$ cat src/rtl/lcd_init_pkg.sv
package lcd_init_pkg;
  typedef enum logic [2:0] {
    ST_POWER,
    ST_SETUP,
    ST_PULSE,
    ST_GAP,
    ST_CMD,
    ST_CLEAR,
    ST_DONE
  } seq_st_e;

  localparam int NUM_NIB = 4;
  localparam int NUM_CMD = 4;

  function automatic int max2(int a, int b);
    return (a > b) ? a : b;
  endfunction
endpackage

$ cat src/rtl/lcd_init_timer.sv
module lcd_init_timer #(
  parameter int CNT_W   = 20,
  parameter int RST_VAL = 0
) (
  input  logic             clk_i,
  input  logic             rst_ni,
  input  logic             load_i,
  input  logic [CNT_W-1:0] load_val_i,
  output logic             zero_o
);
  logic [CNT_W-1:0] cnt_q;

  always_ff @(posedge clk_i or negedge rst_ni) begin
    if (!rst_ni)          cnt_q <= CNT_W'(RST_VAL);
    else if (load_i)      cnt_q <= load_val_i;
    else if (cnt_q != '0) cnt_q <= cnt_q - 1'b1;
  end

  assign zero_o = (cnt_q == '0);
endmodule

$ cat src/rtl/lcd_init_script.sv
module lcd_init_script #(
  parameter int GAP0_CYC = 205000,
  parameter int GAP1_CYC = 5000,
  parameter int GAP2_CYC = 2000,
  parameter int GAP3_CYC = 2000,
  parameter int CNT_W    = 20
) (
  input  logic [1:0]       nib_idx_i,
  input  logic [1:0]       cmd_idx_i,
  output logic [3:0]       nib_o,
  output logic [7:0]       cmd_o,
  output logic [CNT_W-1:0] gap_len_o
);
  // last strobe selects 4-bit mode, the three before it wake the controller
  assign nib_o = (nib_idx_i == 2'd3) ? 4'h2 : 4'h3;

  always_comb begin
    unique case (cmd_idx_i)
      2'd0:    cmd_o = 8'h28; // 4-bit, two lines, 5x8 font
      2'd1:    cmd_o = 8'h06; // address auto-increment
      2'd2:    cmd_o = 8'h0C; // display on, no cursor, no blink
      default: cmd_o = 8'h01; // clear
    endcase
  end

  always_comb begin
    unique case (nib_idx_i)
      2'd0:    gap_len_o = CNT_W'(GAP0_CYC - 1);
      2'd1:    gap_len_o = CNT_W'(GAP1_CYC - 1);
      2'd2:    gap_len_o = CNT_W'(GAP2_CYC - 1);
      default: gap_len_o = CNT_W'(GAP3_CYC - 1);
    endcase
  end
endmodule

$ cat src/rtl/lcd_init_bus_mux.sv
module lcd_init_bus_mux (
  input  logic       seq_own_i,
  input  logic [3:0] seq_d_i,
  input  logic       seq_e_i,
  input  logic [3:0] wr_d_i,
  input  logic       wr_e_i,
  input  logic       wr_rs_i,
  input  logic       wr_rw_i,
  output logic [3:0] lcd_d_o,
  output logic       lcd_e_o,
  output logic       lcd_rs_o,
  output logic       lcd_rw_o
);
  always_comb begin
    if (seq_own_i) begin
      lcd_d_o  = seq_d_i;
      lcd_e_o  = seq_e_i;
      lcd_rs_o = 1'b0;
      lcd_rw_o = 1'b0;
    end else begin
      lcd_d_o  = wr_d_i;
      lcd_e_o  = wr_e_i;
      lcd_rs_o = wr_rs_i;
      lcd_rw_o = wr_rw_i;
    end
  end
endmodule

$ cat src/rtl/lcd_init_seq.sv
module lcd_init_seq
  import lcd_init_pkg::*;
#(
  parameter int PWR_CYC   = 750000,
  parameter int GAP0_CYC  = 205000,
  parameter int GAP1_CYC  = 5000,
  parameter int GAP2_CYC  = 2000,
  parameter int GAP3_CYC  = 2000,
  parameter int SETUP_CYC = 2,
  parameter int PULSE_CYC = 12,
  parameter int CLR_CYC   = 82000
) (
  input  logic       clk_i,
  input  logic       rst_ni,
  output logic       cmd_valid_o,
  output logic [7:0] cmd_data_o,
  input  logic       cmd_ready_i,
  input  logic [3:0] wr_d_i,
  input  logic       wr_e_i,
  input  logic       wr_rs_i,
  input  logic       wr_rw_i,
  output logic [3:0] lcd_d_o,
  output logic       lcd_e_o,
  output logic       lcd_rs_o,
  output logic       lcd_rw_o,
  output logic       done_o
);
  localparam int MAX_GAP = max2(max2(GAP0_CYC, GAP1_CYC), max2(GAP2_CYC, GAP3_CYC));
  localparam int MAX_LEN = max2(max2(PWR_CYC, MAX_GAP), max2(max2(SETUP_CYC, PULSE_CYC), CLR_CYC));
  localparam int CNT_W   = $clog2(MAX_LEN + 1);

  seq_st_e          st_q, st_d;
  logic [1:0]       nib_idx_q, cmd_idx_q;
  logic             nib_adv, cmd_adv;
  logic             tmr_load, tmr_zero;
  logic [CNT_W-1:0] tmr_val, gap_len;
  logic [3:0]       nib;
  logic [7:0]       cmd_byte;
  logic             nib_phase;
  logic             seq_e;
  logic [3:0]       seq_d;

  lcd_init_timer #(
    .CNT_W  (CNT_W),
    .RST_VAL(PWR_CYC - 1)
  ) u_timer (
    .clk_i     (clk_i),
    .rst_ni    (rst_ni),
    .load_i    (tmr_load),
    .load_val_i(tmr_val),
    .zero_o    (tmr_zero)
  );

  lcd_init_script #(
    .GAP0_CYC(GAP0_CYC),
    .GAP1_CYC(GAP1_CYC),
    .GAP2_CYC(GAP2_CYC),
    .GAP3_CYC(GAP3_CYC),
    .CNT_W   (CNT_W)
  ) u_script (
    .nib_idx_i(nib_idx_q),
    .cmd_idx_i(cmd_idx_q),
    .nib_o    (nib),
    .cmd_o    (cmd_byte),
    .gap_len_o(gap_len)
  );

  always_comb begin
    st_d     = st_q;
    tmr_load = 1'b0;
    tmr_val  = '0;
    nib_adv  = 1'b0;
    cmd_adv  = 1'b0;
    unique case (st_q)
      ST_POWER: if (tmr_zero) begin
        st_d     = ST_SETUP;
        tmr_load = 1'b1;
        tmr_val  = CNT_W'(SETUP_CYC - 1);
      end
      ST_SETUP: if (tmr_zero) begin
        st_d     = ST_PULSE;
        tmr_load = 1'b1;
        tmr_val  = CNT_W'(PULSE_CYC - 1);
      end
      ST_PULSE: if (tmr_zero) begin
        st_d     = ST_GAP;
        tmr_load = 1'b1;
        tmr_val  = gap_len;
      end
      ST_GAP: if (tmr_zero) begin
        if (nib_idx_q == 2'(NUM_NIB - 1)) begin
          st_d = ST_CMD;
        end else begin
          st_d     = ST_SETUP;
          tmr_load = 1'b1;
          tmr_val  = CNT_W'(SETUP_CYC - 1);
          nib_adv  = 1'b1;
        end
      end
      ST_CMD: if (cmd_ready_i) begin
        if (cmd_idx_q == 2'(NUM_CMD - 1)) begin
          st_d     = ST_CLEAR;
          tmr_load = 1'b1;
          tmr_val  = CNT_W'(CLR_CYC - 1);
        end else begin
          cmd_adv = 1'b1;
        end
      end
      ST_CLEAR: if (tmr_zero) st_d = ST_DONE;
      default:  st_d = ST_DONE;
    endcase
  end

  always_ff @(posedge clk_i or negedge rst_ni) begin
    if (!rst_ni) begin
      st_q      <= ST_POWER;
      nib_idx_q <= '0;
      cmd_idx_q <= '0;
    end else begin
      st_q <= st_d;
      if (nib_adv) nib_idx_q <= nib_idx_q + 1'b1;
      if (cmd_adv) cmd_idx_q <= cmd_idx_q + 1'b1;
    end
  end

  assign nib_phase   = (st_q == ST_POWER) || (st_q == ST_SETUP) ||
                       (st_q == ST_PULSE) || (st_q == ST_GAP);
  assign seq_e       = (st_q == ST_PULSE);
  assign seq_d       = (st_q == ST_POWER) ? 4'h0 : nib;
  assign cmd_valid_o = (st_q == ST_CMD);
  assign cmd_data_o  = cmd_valid_o ? cmd_byte : 8'h00;
  assign done_o      = (st_q == ST_DONE);

  lcd_init_bus_mux u_mux (
    .seq_own_i(nib_phase),
    .seq_d_i  (seq_d),
    .seq_e_i  (seq_e),
    .wr_d_i   (wr_d_i),
    .wr_e_i   (wr_e_i),
    .wr_rs_i  (wr_rs_i),
    .wr_rw_i  (wr_rw_i),
    .lcd_d_o  (lcd_d_o),
    .lcd_e_o  (lcd_e_o),
    .lcd_rs_o (lcd_rs_o),
    .lcd_rw_o (lcd_rw_o)
  );
endmodule

$ cat config.mk
export PLATFORM = sky130hd
export DESIGN_NAME = lcd_init_seq
export DESIGN_NICKNAME = d
export VERILOG_FILES = /design/src/rtl/lcd_init_pkg.sv /design/src/rtl/lcd_init_timer.sv /design/src/rtl/lcd_init_script.sv /design/src/rtl/lcd_init_bus_mux.sv /design/src/rtl/lcd_init_seq.sv
export SDC_FILE = /design/constraint.sdc
export NUM_CORES = 1
export LEC_CHECK = 0
export ABC_CLOCK_PERIOD_IN_PS = 2100
export BUFFER_PORTS_ARGS = -buffer_cell sky130_fd_sc_hd__buf_2
export CAP_MARGIN = 5
export CELL_PAD_IN_SITES_DETAIL_PLACEMENT = 1
export CELL_PAD_IN_SITES_GLOBAL_PLACEMENT = 2
export CORE_ASPECT_RATIO = 0.7
export CORE_MARGIN = 4
export CORE_UTILIZATION = 31
export CTS_BUF_LIST = sky130_fd_sc_hd__clkbuf_16
export DETAILED_ROUTE_END_ITERATION = 12
export GPL_TIMING_DRIVEN = 0
export PLACE_DENSITY_LB_ADDON = 0.1
export SETUP_SLACK_MARGIN = 0.5
export SLEW_MARGIN = 20
export SYNTH_ARGS = -nofsm -noshare
export SYNTH_HDL_FRONTEND = slang
export SYNTH_SLANG_ARGS = --single-unit
$ cat constraint.sdc
create_clock -name clk_i -period 2.1 [get_ports clk_i]
set_input_delay 0.105 -clock clk_i [delete_from_list [all_inputs] [get_ports clk_i]]
set_output_delay 0.105 -clock clk_i [all_outputs]
set_load 0.03 [all_outputs]
==> Word-level counts from Yosys, hierarchy flattened <==
Cells that the tools add are included.
{ "classes": {"n_addsub": 3, "multipliers": 0, "n_div": 0, "order_cmp": 0, "n_eq_ne": 18, "shift": 0, "mux": 38, "bitwise": 0, "n_reduce_logical": 11} }
{ "op_table": {"columns": ["operator", "count"], "rows": [
  ["$pmux W20 S5", 1],
  ["$mux W20", 3],
  ["$pmux W18 S2", 1],
  ["$mux W17", 2],
  ["$mux W3", 8],
  ["$logic_not A20 Y1", 1],
  ["$reduce_bool A20 Y1", 1],
  ["$sub A20 B1 Y20 const B", 1],
  ["$pmux W3 S6", 1],
  ["$pmux W6 S3", 1],
  ["$mux W1", 16],
  ["$mux W4", 3],
  ["$ne A2 B2 Y1 const B", 5],
  ["$eq A3 B3 Y1 const B", 3],
  ["$mux W8", 1],
  ["$reduce_and A7 Y1", 1],
  ["$eq A2 B2 Y1 const B", 3],
  ["$eq A3 B2 Y1 const B", 2],
  ["$add A2 B1 Y2 const B", 2],
  ["$eq A2 B1 Y1 const B", 2],
  ["$logic_not A2 Y1", 2],
  ["$ne A2 B1 Y1 const B", 2],
  ["$eq A3 B1 Y1 const B", 1],
  ["$logic_not A3 Y1", 1],
  ["4 further kinds", 6]
]} }
{ "word_totals": {"ff_bits": 27, "latch_bits": 0, "ramBits": 0, "rom_bits": 0, "word_cells": 74, "mem_count": 0} }

==> Depth between registers and ports, before layout <==
Gate-level depths: netlist of the first run.
{ "logic_depth": {"depth_word": 5, "mapped_depth": 8, "ltp_nobuf": 7} }

==> Cells and area by module <==
Synthesis of the first run repeated with hierarchy kept, for this count alone.
{ "hier_totals": {"cells_unflattened": 250, "hier_area_um2": 2273.4} }
{ "modules_own_cells": {"columns": ["mod", "instances", "cells_per_inst", "area_each_um2"], "rows": [
  ["lcd_init_timer", 1, 123, 1218.7],
  ["lcd_init_seq", 1, 83, 691.9],
  ["lcd_init_script", 1, 36, 259.0],
  ["lcd_init_bus_mux", 1, 8, 103.8]
]} }

==> Worst setup path before layout of the first run <==
OpenSTA, ideal clock, no wires.
{ "synth_timing": {"kind": "reg-to-reg", "start": "reg u_timer.cnt_q[0]", "end": "reg nib_idx_q[1]", "t_arrival_ns": 1.893, "t_required_ns": 1.975, "slack_ns": 0.082, "stages_incl_launch_ff": 8, "n_path_buf": 0, "synth_period_minus_slack_ns": 2.018, "path_cell_list": "dfstp_2 > inv_1 > ha_1 > nor4b_2 > and2_1 > nand3_1 > nor3b_2 > mux2_2"} }
{ "synth_between": {"elab_chain_len": 3} }
{ "synth_lines": {"columns": ["element", "line_no", "rtl"], "rows": [
  ["from (decl)", "lcd_init_timer.sv:11", "logic [CNT_W-1:0] cnt_q;"],
  ["from (signal assigned)", "lcd_init_timer.sv:14", "if (!rst_ni) cnt_q <= CNT_W'(RST_VAL);"],
  ["from (signal assigned)", "lcd_init_timer.sv:15", "else if (load_i) cnt_q <= load_val_i;"],
  ["from (signal assigned)", "lcd_init_timer.sv:16", "else if (cnt_q != '0) cnt_q <= cnt_q - 1'b1;"],
  ["$logic_not A20 Y1", "lcd_init_timer.sv:19", "assign zero_o = (cnt_q == '0);"],
  ["$mux W1", "lcd_init_seq.sv:90", "ST_GAP: if (tmr_zero) begin"],
  ["$mux W1", "lcd_init_seq.sv:74", "unique case (st_q)"],
  ["to (signal assigned)", "lcd_init_seq.sv:121", "if (nib_adv) nib_idx_q <= nib_idx_q + 1'b1;"],
  ["to (decl)", "lcd_init_seq.sv:33", "logic [1:0] nib_idx_q, cmd_idx_q;"]
]} }
Every way passes these cells.
A chain may end at the register's enable or synchronous reset.

==> Final worst setup path of the first run <==
{ "layout_timing": {"start": "reg u_timer.cnt_q[9]", "end": "reg u_timer.cnt_q[16]"} }
{ "layout_between": {"elab_chain_len": 4} }
{ "layout_lines": {"columns": ["element"], "rows": [
  ["branches (longest 4 deep; another with $sub A20 B1 Y20)"]
]} }
Several ways; the timed one is not identified. The select of a mux whose other input is x is not followed.

==> results.yml, run 1 <==
critical_path:
  arrival_ns: 2.16
  worstPathRequired_ns: 2.31
  path_class: "flop to flop"
  rrSetupSlack_ns: 0.15
  crit_path_max_fanout: 3
  startpoint_type: "flop"
  end_kind: "flop"
sta:
  max_freq_mhz: 512.9
  fin_crit_sh_pct: 92.84
  finClkSkew_ns: 0.003421
  finalSetupViolCount: 0
  finalHoldViolations: 0
  min_period_ns: 1.950
  max_slew_margin_pct: 54.76
  tns_ns: 0
  hold_ws_ns: 0.2041
  maxSlewViolCount: 0
  rsz0062_at_grt: "true"
  worst_pin_slew_ns: 0.6787
pwr:
  leakagePower_uw: 0.001242
  pwr-share-clk_pct: 44.4
  power-per-cell-area_nw_per_um2: 349.8
  intPower_uw: 787.7
  power_switching_uw: 209.7
  sw_frac_of_total_pct: 21.02
  seqPwrFrac_pct: 52.2
  ir_worst_vdd_v: 0.0002204
  power.share.combinational_pct: 3.3
job:
  drv_cap: 0
placement:
  gp_congestion: 0.7819
  placed_area_um2: 2116
  numPortBuffers: 23
  hpwl_um: 4268
global_routing:
  use_met1_pct: 25.07
  grt_util_all_layers_pct: 17.83
  grt_pass1_wl_um: 10150
  grt_use_met3_pct: 2.882
  grt.busiest_layer: "met2"
  grt_use_met2_pct: 29.86
  antenna_found_initial: 0
  grt_pass1_vias: 1914
  grt_start_max_net_pins: 28
  overflow: 0
die:
  rows: 23
  core_um2: 5727
  io_pins: 27
  floorplan.initialDensity_pct: 32.14
  die_x_um: 100.1
  die_area_um2: 7253
  die_h_um: 72.47
cts:
  clk_transition_reported_paths_ns: 0.07
  cts.sinks: 27
  cts_tree: "done"
  root_buffer: "clkbuf_16"
  cts_buffer_depth: 2
  htree_levels: 1
  insertion_delay_ns: 0.27
  cts_buffers: 3
synth:
  async_flop_share_pct: 100.0
  syn-instance-count: 202
  ys_seq_area_share_pct: 37.59
  synth_ff_type: "dfrtp_1"
  ys_ff_latch: 27
  yosysUniqueCellTypes: 50
  synth.yosys.warnings: 0
  netlist_area_um2: 1841
  synth-edff-count: 0
  syn_area_per_cell_um2: 9.111
status:
  status: "completed"
detailed_routing:
  dr_total_vias: 1784
  drt-total-wl_um: 6411
  drc: 0
  vias_per_cell: 5.216
  final_antenna_net_count: 0
  wl_per_cell_um: 18.75
  drt_iter0_drc: 48
  dr.pass1.iters: 4
hold_path:
  min_path_type: "input port to flop"
layout:
  antenna_cells: 0
  syn_to_final_growth_pct: 54.93
  fin_nets: 290
  design_area_um2: 2851
  nFillCells: 639
  drive_above_1_share_pct: 56.18
[final cells by class]
cell class	count	area, um2	share of cell area, %
multi-input cells	160	1456	51.08
flip-flops and latches	27	695.7	24.40
repair buffers	59	420.4	14.74
well taps	75	93.84	3.291
clock buffers	3	75.07	2.633
plain buffers	10	75.07	2.633
inverters	7	31.28	1.097
clock inverters	1	3.754	0.1316
[power groups by stage]
stage	sequential, uW	clock, uW	combinational (uW)
2_1_floorplan	530	0	11.7
4_1_cts	521	460	33.8
5_1_grt	521	474	37.0
6_report	521	443	33.3
3_3_place_gp	530	0	30.9
3_5_place_dp	530	0	32.1
[per-stage QoR]
stage / power [uW] / utilization (%) / cells / worst slack, ns
finish: 997.3 / 49.79 / 342 / 0.1503
global route: 1032 / 49.79 / 342 / 0.06574
global placement: 561.0 / 36.95 / 302 / -0.008075
floorplan: 541.9 / - / 204 / 0.2457
CTS: 1015 / 45.90 / 330 / 0.1578
detailed placement: 562.2 / 36.95 / 302 / -0.03357
[logic make-up after synthesis]
family,synth area share [%]
flops,37.59
fa+ha+maj,8.157
other cells,0.2037
buf+inv,4.147
compound gates,11.42
mux,1.767
xor+xnor,7.614
simple gates,29.10
[per-layer routing]
metal	up-vias	routed length, um	part of all wire (%)
met1	920	2993	47
met5	-	0	0
li1	845	-	-
met4	0	31	0.48
met3	5	145	2.3
met2	14	3239	51
[worst max-delay path: stages, from the launching register on]
cell,delay (ns)
dfrtp_1,0.40
or4_4,0.55
or4_4,0.48
nor3_2,0.14
xor2_1,0.17
o21a_1,0.14
[synthesized netlist by cell type, drive strengths merged, types with 6 or more instances]
cell	instances	area share (%)
nor2	23	4.7
nand2	16	3.3
dfrtp	14	19
dfstp	13	19
ha	12	8.2
nand3	11	3.0
xnor2	11	5.2
and2	8	2.7
o21ai	8	2.2
a21oi	7	1.9
inv	7	1.4
nor3	7	2.7
buf	6	1.9
[placed cells by master (no fill, tap or decap), types with 2 or more instances in the layout]
| cell type | netlist | routed |
|---|---|---|
| a21oi_1 | 7 | 2 |
| a21oi_2 | 0 | 5 |
| and2_1 | 8 | 6 |
| and2_4 | 0 | 2 |
| and3_1 | 5 | 5 |
| buf_2 | 1 | 23 |
| buf_4 | 3 | 35 |
| buf_6 | 0 | 5 |
| clkbuf_16 | 0 | 3 |
| conb_1 | 1 | 3 |
| dfrtp_1 | 14 | 11 |
| dfrtp_2 | 0 | 3 |
| dfstp_2 | 13 | 13 |
| ha_1 | 12 | 10 |
| inv_1 | 7 | 6 |
| inv_4 | 0 | 2 |
| nand2_1 | 16 | 12 |
| nand2_4 | 0 | 4 |
| nand3_1 | 11 | 7 |
| nand3_2 | 0 | 2 |
| nand3_4 | 0 | 2 |
| nand3b_1 | 2 | 2 |
| nor2_1 | 23 | 14 |
| nor2_2 | 0 | 4 |
| nor2_4 | 0 | 5 |
| nor3_1 | 4 | 3 |
| nor3_2 | 3 | 2 |
| nor3_4 | 0 | 2 |
| nor3b_4 | 0 | 2 |
| nor4_4 | 0 | 4 |
| nor4b_4 | 0 | 2 |
| o21ai_0 | 6 | 4 |
| o21ai_4 | 0 | 2 |
| o31ai_1 | 4 | 2 |
| or4_4 | 3 | 4 |
| xnor2_1 | 11 | 8 |
| xnor2_2 | 0 | 3 |
| xor2_1 | 5 | 5 |
[what timing repair did]
item | 4_1_cts | 5_1_grt
hold buffers | 1 | 0
endpoints found under the hold margin | 14 | 0
gates cloned | 2 | 0
setup endpoints to repair | 35 | 29
resized for setup | 57 | 32
pin swaps | 11 | 17
setup buffers | 21 | 12
[path summary, 6_finish.rpt]
kind                                       start                end  cells after the start
min in group asynchronous                 rst_ni  u_timer.cnt_q[11]                      2
worst min register to register      nib_idx_q[1]       nib_idx_q[1]                      1
worst max-delay path            u_timer.cnt_q[9]  u_timer.cnt_q[16]                      5
worst max register to register  u_timer.cnt_q[9]  u_timer.cnt_q[16]                      5
worst min-delay path                 cmd_ready_i       cmd_idx_q[0]                      3
max in group asynchronous                 rst_ni   u_timer.cnt_q[4]                      2
[flip-flops by register name, indices dropped and copies added, names as in the netlist]
| register | cells |
|---|---|
| u_timer.cnt_q | 20 |
| st_q | 3 |
| cmd_idx_q | 2 |
| nib_idx_q | 2 |
Note: power is estimated with default switching activity, not from simulation.
==> run 2, diff against run 1 <==
Settings changed: ABC_AREA from default to 1, ABC_CLOCK_PERIOD_IN_PS 2100 to 2200, CORE_UTILIZATION 31 to 33.
Clock period 2.1 ns to 2.2 ns, I/O delays scaled along.
==> results.yml, run 2 <==
status:
  status: "completed"
hold_path:
  hold_start: "cmd_ready_i"
  min_path_type: "input port to flop"
  holdPathEnd: "cmd_idx_q[0]"
  holdPathStages: 3
detailed_routing:
  drt-total-wl_um: 6802
  dr_total_vias: 2010
  final_antenna_net_count: 0
  wl_met3_um: 209
  dr_wl_met2_um: 2967
  drt_iter0_drc: 66
  drc: 0
  vias_per_cell: 4.797
  wl_per_cell_um: 16.23
  dr.pass1.iters: 4
  wl_met1_um: 3609
  top_layer: "met4"
sta:
  finalSetupViolCount: 0
  finClkSkew_ns: 0.004313
  finalHoldViolations: 0
  fin_crit_sh_pct: 79.97
  fin_ws_ns: 0.4406
  hold_ws_ns: 0.1830
  worst_pin_slew_ns: 0.6840
  min_period_ns: 1.759
  tns_ns: 0
  rsz0062_at_grt: "true"
  maxSlewViolCount: 0
  max_freq_mhz: 568.4
  max_slew_margin_pct: 54.40
global_routing:
  grt_util_all_layers_pct: 18.32
  overflow: 0
  antenna_found_initial: 0
  grt_start_max_net_pins: 28
  grt_pass1_vias: 1927
  grt_pass1_wl_um: 10570
die:
  core_um2: 5899
  rows: 23
  die_area_um2: 7652
  die_x_um: 102.9
  floorplan.initialDensity_pct: 35.23
  die_h_um: 74.40
  io_pins: 27
layout:
  layout_commonest_cell: "nand2_1"
  nFillCells: 736
  final_cell_mix: "nand2_1 (51), nor2_1 (34), inv_1 (33), buf_4 (33), buf_2 (23)"
  drive_above_1_share_pct: 40.99
  antenna_cells: 0
  regMostFlops: "u_timer.cnt_q"
  largest_reg_flops: 20
  fin_nets: 367
  largest_registers: "u_timer.cnt_q x20, st_q x3"
  syn_to_final_growth_pct: 37.09
synth:
  ys_ff_latch: 27
  ys_seq_area_share_pct: 33.29
  syn_area_per_cell_um2: 7.344
  synthTopCellsByArea: "dfrtp_1 (17%), dfstp_2 (16%), nand2_1 (11%), nor2_1 (7.6%), ha_1 (7.2%)"
  post-synth-top-count-cell: "nand2_1"
  synth_top_area_share_pct: 16.86
  synth.yosys.warnings: 0
  synth_top_cell_by_area: "dfrtp_1"
  synth_common_cells: "nand2_1 (62), nor2_1 (42), inv_1 (36)"
  synth_ff_type: "dfrtp_1"
  synth-edff-count: 0
  netlist_area_um2: 2078
  syn-instance-count: 283
  async_flop_share_pct: 100.0
  yosysUniqueCellTypes: 31
pwr:
  ir_worst_vdd_v: 0.0004521
  leakagePower_uw: 0.001361
  power-per-cell-area_nw_per_um2: 1305
cts:
  cts_buffer_depth: 2
  insertion_delay_ns: 0.27
  cts_tree: "done"
  clk_transition_reported_paths_ns: 0.07
  root_buffer: "clkbuf_16"
  cts.sinks: 27
  htree_levels: 1
  cts_buffers: 3
critical_path:
  cp_slowest_stage_delay_ns: 0.42
  timing.rr.start: "u_timer.cnt_q[10]"
  arrival_ns: 1.91
  end_kind: "flop"
  r2r-end: "u_timer.cnt_q[6]"
  crit_path_max_fanout: 6
  cp_common_cell: "nor2_4"
  cp_top_family: "simple AND/OR/NAND/NOR gates"
  crit_chain: "nor2_2 -> nand2_2 -> nor2_4 -> nand3_4 -> nor2_4 -> nand2_8 -> buf_4 -> nand3_1 -> a21oi_2"
  reg2reg_depth: 9
  startpoint_type: "flop"
  crit_slowest_cell: "dfrtp_1"
  worstPathRequired_ns: 2.35
  path_buf_inv: 1
  rrSetupSlack_ns: 0.44
  path_class: "flop to flop"
placement:
  numPortBuffers: 23
  pre_cts_slack_ns: 0.1888
  gp_congestion: 0.7895
  hpwl_um: 4796
job:
  drv_cap: 0
run 2: cell count changes in the layout (fill, tap and decap cells not counted), sizes merged, moves of 7 or more:
cell	delta
xnor2	-7
inv	+29
and2	-8
nand2	+50
nor2	+30
nand3	+12
buf	-9
a21oi	+10
run 2: timing repair:
item / CTS / global route
hold endpoints to repair: 14 / 0
hold buffers: 1 / 0
setup endpoints to repair: 23 / 32
cloned: 2 / 0
buffers inserted: 9 / 20
pin swaps: 10 / 21
resized for setup: 42 / 24
run 2: kinds of logic (layout without fill, tap and decap cells):
family	count (synthesis)	count (layout)	synth area share, %
other	1	3	0.1804
AND/OR/NAND/NOR	157	158	36.18
AO/OA/AOI/OAI	29	29	8.188
adder cells (fa/ha/maj)	12	12	7.224
buffers and inverters	42	100	8.609
XOR/XNOR	15	15	6.321
flip-flops	27	27	33.29
run 2: cell type report:
cell class	count	area, um2	share of cell area, %
multi-input cells	217	1444	50.68
plain buffers	5	42.54	1.493
clock inverters	1	5.005	0.1757
inverters	37	146.4	5.138
well taps	75	93.84	3.294
repair buffers	54	350.3	12.30
clock buffers	3	75.07	2.635
flip-flops and latches	27	691.9	24.29
run 2: worst register-to-register path: stages, from the launching register on:
cell and delay, ns:
dfrtp_1 0.42, nor2_2 0.15, nand2_2 0.09, nor2_4 0.18, nand3_4 0.16, nor2_4 0.21, nand2_8 0.11, buf_4 0.17
nand3_1 0.09, a21oi_2 0.06
run 2: how the worst max path moves through the flow:
stage / start / endpoint / slack, ns / depth (start not counted)
finish: u_timer.cnt_q[10] / u_timer.cnt_q[6] / 0.44 / 9
detailed placement: u_timer.cnt_q[0] / u_timer.cnt_q[17] / 0.19 / 10
global placement: u_timer.cnt_q[0] / u_timer.cnt_q[3] / 0.21 / 9
global route: u_timer.cnt_q[10] / u_timer.cnt_q[6] / 0.37 / 9
CTS: u_timer.cnt_q[1] / u_timer.cnt_q[12] / 0.46 / 10
floorplan: u_timer.cnt_q[0] / u_timer.cnt_q[0] / 0.51 / 11
run 2: metal layers:
layer  GRT usage, %  up-vias
met5              0        -
met4          1.724        0
met3          3.093        2
met2          27.25       23
met1          28.66      973
li1               -     1012
run 2: metrics by stage:
step / total power [uW] / area [um2] / utilization [%] / instances
2_1_floorplan: 2214 / 2086 / - / 285
3_3_place_gp: 2626 / 2295 / 38.90 / 383
3_5_place_dp: 2663 / 2295 / 38.90 / 383
4_1_cts: 3418 / 2625 / 44.50 / 399
5_1_grt: 4027 / 2849 / 48.29 / 419
6_report: 3717 / 2849 / 48.29 / 419
run 2: power breakdown:
part	switching (uW)	internal [uW]
sequential	234	784
combinational	1350	907
clock	191	246
==> run 3, diff against run 2 <==
Settings changed: ABC_CLOCK_PERIOD_IN_PS 2200 to 1500, CORE_UTILIZATION 33 to 30.
Clock period 2.2 ns to 1.5 ns, I/O delays scaled along.
==> results.yml, run 3 (synthesis results as in run 2) <==
sta:
  max_slew_margin_pct: 55.43
  finalHoldViolations: 0
  fin_crit_sh_pct: 116.0
  finalSetupViolCount: 28
  fin_ws_ns: -0.2394
  maxSlewViolCount: 0
  max_freq_mhz: 574.9
  hold_ws_ns: 0.1462
  rsz0062_at_grt: "true"
  finClkSkew_ns: 0.003790
  min_period_ns: 1.739
  worst_pin_slew_ns: 0.6685
die:
  die_h_um: 77.64
  rows: 25
  die_x_um: 107.5
  die_area_um2: 8344
  io_pins: 27
  core_um2: 6725
  floorplan.initialDensity_pct: 30.90
cts:
  root_buffer: "clkbuf_16"
  cts.sinks: 27
  cts_tree: "done"
  cts_buffers: 3
  clk_transition_reported_paths_ns: 0.08
  cts_buffer_depth: 2
  insertion_delay_ns: 0.28
  htree_levels: 1
critical_path:
  arrival_ns: 1.96
  path_class: "flop to flop"
  startpoint_type: "flop"
  cp_slowest_stage_delay_ns: 0.40
  crit_chain: "nor2_2 -> nand2_2 -> nor2_4 -> nand3_4 -> buf_4 -> a22oi_2 -> nand3_1 -> nand2_1"
  critPathLaunch: "u_timer.cnt_q[11]"
  rrSetupSlack_ns: -0.24
  crit_slowest_cell: "dfrtp_1"
  timing.rr.start: "u_timer.cnt_q[11]"
  worstPathRequired_ns: 1.72
  crit_path_max_fanout: 6
  end_kind: "flop"
  reg2reg_depth: 8
global_routing:
  grt_pass1_wl_um: 11630
  overflow: 0
  grt_start_max_net_pins: 28
  grt_pass1_vias: 2161
  antenna_found_initial: 0
  grt_util_all_layers_pct: 17.72
pwr:
  power_switching_uw: 3048
  seqPwrFrac_pct: 24.8
  sw_frac_of_total_pct: 48.42
  power.share.combinational_pct: 64.5
  intPower_uw: 3247
  power-per-cell-area_nw_per_um2: 1855
  total_power_uw: 6294
  pwr-share-clk_pct: 10.8
  leakagePower_uw: 0.001510
  ir_worst_vdd_v: 0.0005797
detailed_routing:
  final_antenna_net_count: 0
  wl_per_cell_um: 16.60
  drt_iter0_drc: 109
  drc: 0
  vias_per_cell: 4.733
  dr_total_vias: 2125
  drt-total-wl_um: 7454
  dr.pass1.iters: 4
job:
  drv_cap: 0
layout:
  final_cell_mix: "nand2_1 (42), buf_4 (35), nor2_4 (25), nor2_1 (25), inv_1 (20)"
  fin_nets: 378
  antenna_cells: 0
  final_core_util_pct: 50.46
  regMostFlops: "u_timer.cnt_q"
  syn_to_final_growth_pct: 63.27
  layout_commonest_cell: "nand2_1"
  largest_registers: "u_timer.cnt_q x20, st_q x3"
  drive_above_1_share_pct: 54.08
  largest_reg_flops: 20
status:
  status: "finished, violations left"
  failed_checks: "setup timing"
hold_path:
  holdPathStages: 3
  min_path_type: "input port to flop"
  hold_start: "cmd_ready_i"
placement:
  hpwl_um: 4844
  gp_congestion: 0.7756
  numPortBuffers: 23
run 3: cell count changes in the layout (fill, tap and decap cells not counted), moves of 7 or more:
cell     before  now
nand2_4       2   14
buf_6         0   19
inv_1        33   20
nor2_1       34   25
nor2_4       12   25
nand2_1      51   42
inv_2         1    8
buf_2        23   11
run 3: worst max-delay path, delay by kind of cell, from the launching register on:
kind | cells | cell delay (ns)
simple gates | 6 | 0.82
buf+inv | 1 | 0.19
flops | 1 | 0.40
compound gates | 1 | 0.27
run 3: final cells by class:
cell class	count	area, um2
fillers	801	3332
multi-input cells	217	1697
flip-flops and latches	27	698.2
repair buffers	65	554.3
inverters	37	181.4
well taps	94	117.6
clock buffers	3	75.07
plain buffers	5	62.56
clock inverters	1	7.507
run 3: metrics by stage:
step                      TNS (ns)  setup slack (ns)  instance area (um2)  instances
after floorplan             -1.232          -0.09636                 2177        285
after global placement      -8.053           -0.4741                 2410        402
after detailed placement    -7.759           -0.4609                 2410        402
after CTS                   -3.974           -0.1922                 2977        430
after global routing        -7.660           -0.3401                 3393        449
final                       -5.185           -0.2394                 3393        449
run 3: layer usage:
metal  global-route usage, %  share of wire, %  vias to the layer above
met3                   2.909               3.6                        5
met4                   2.900              0.67                        0
li1                        -                 -                     1043
met1                   27.79                53                     1042
met2                   25.56                43                       35
met5                       0                 0                        -
run 3: worst paths after layout:
| path | endpoint |
|---|---|
| min reg2reg | u_timer.cnt_q[0] |
| min in group asynchronous | u_timer.cnt_q[9] |
| min | cmd_idx_q[0] |
| max in group asynchronous | st_q[2] |
| max | st_q[2] |
| max reg2reg | st_q[2] |
run 3: power groups by stage:
stage	clock network [uW]	logic, uW	registers [uW]
finish	679	4060	1560
floorplan	0	2080	1400
global route	724	4430	1610
detailed placement	0	2640	1490
CTS	703	3270	1500
global placement	0	2630	1490
run 3: repair_timing:
item,CTS,global route
hold buffers,1,0
pin swaps,18,24
cloned,2,1
setup endpoints to repair,41,41
gates resized for setup,86,74
endpoints found under the hold margin,14,0
setup buffers,21,18
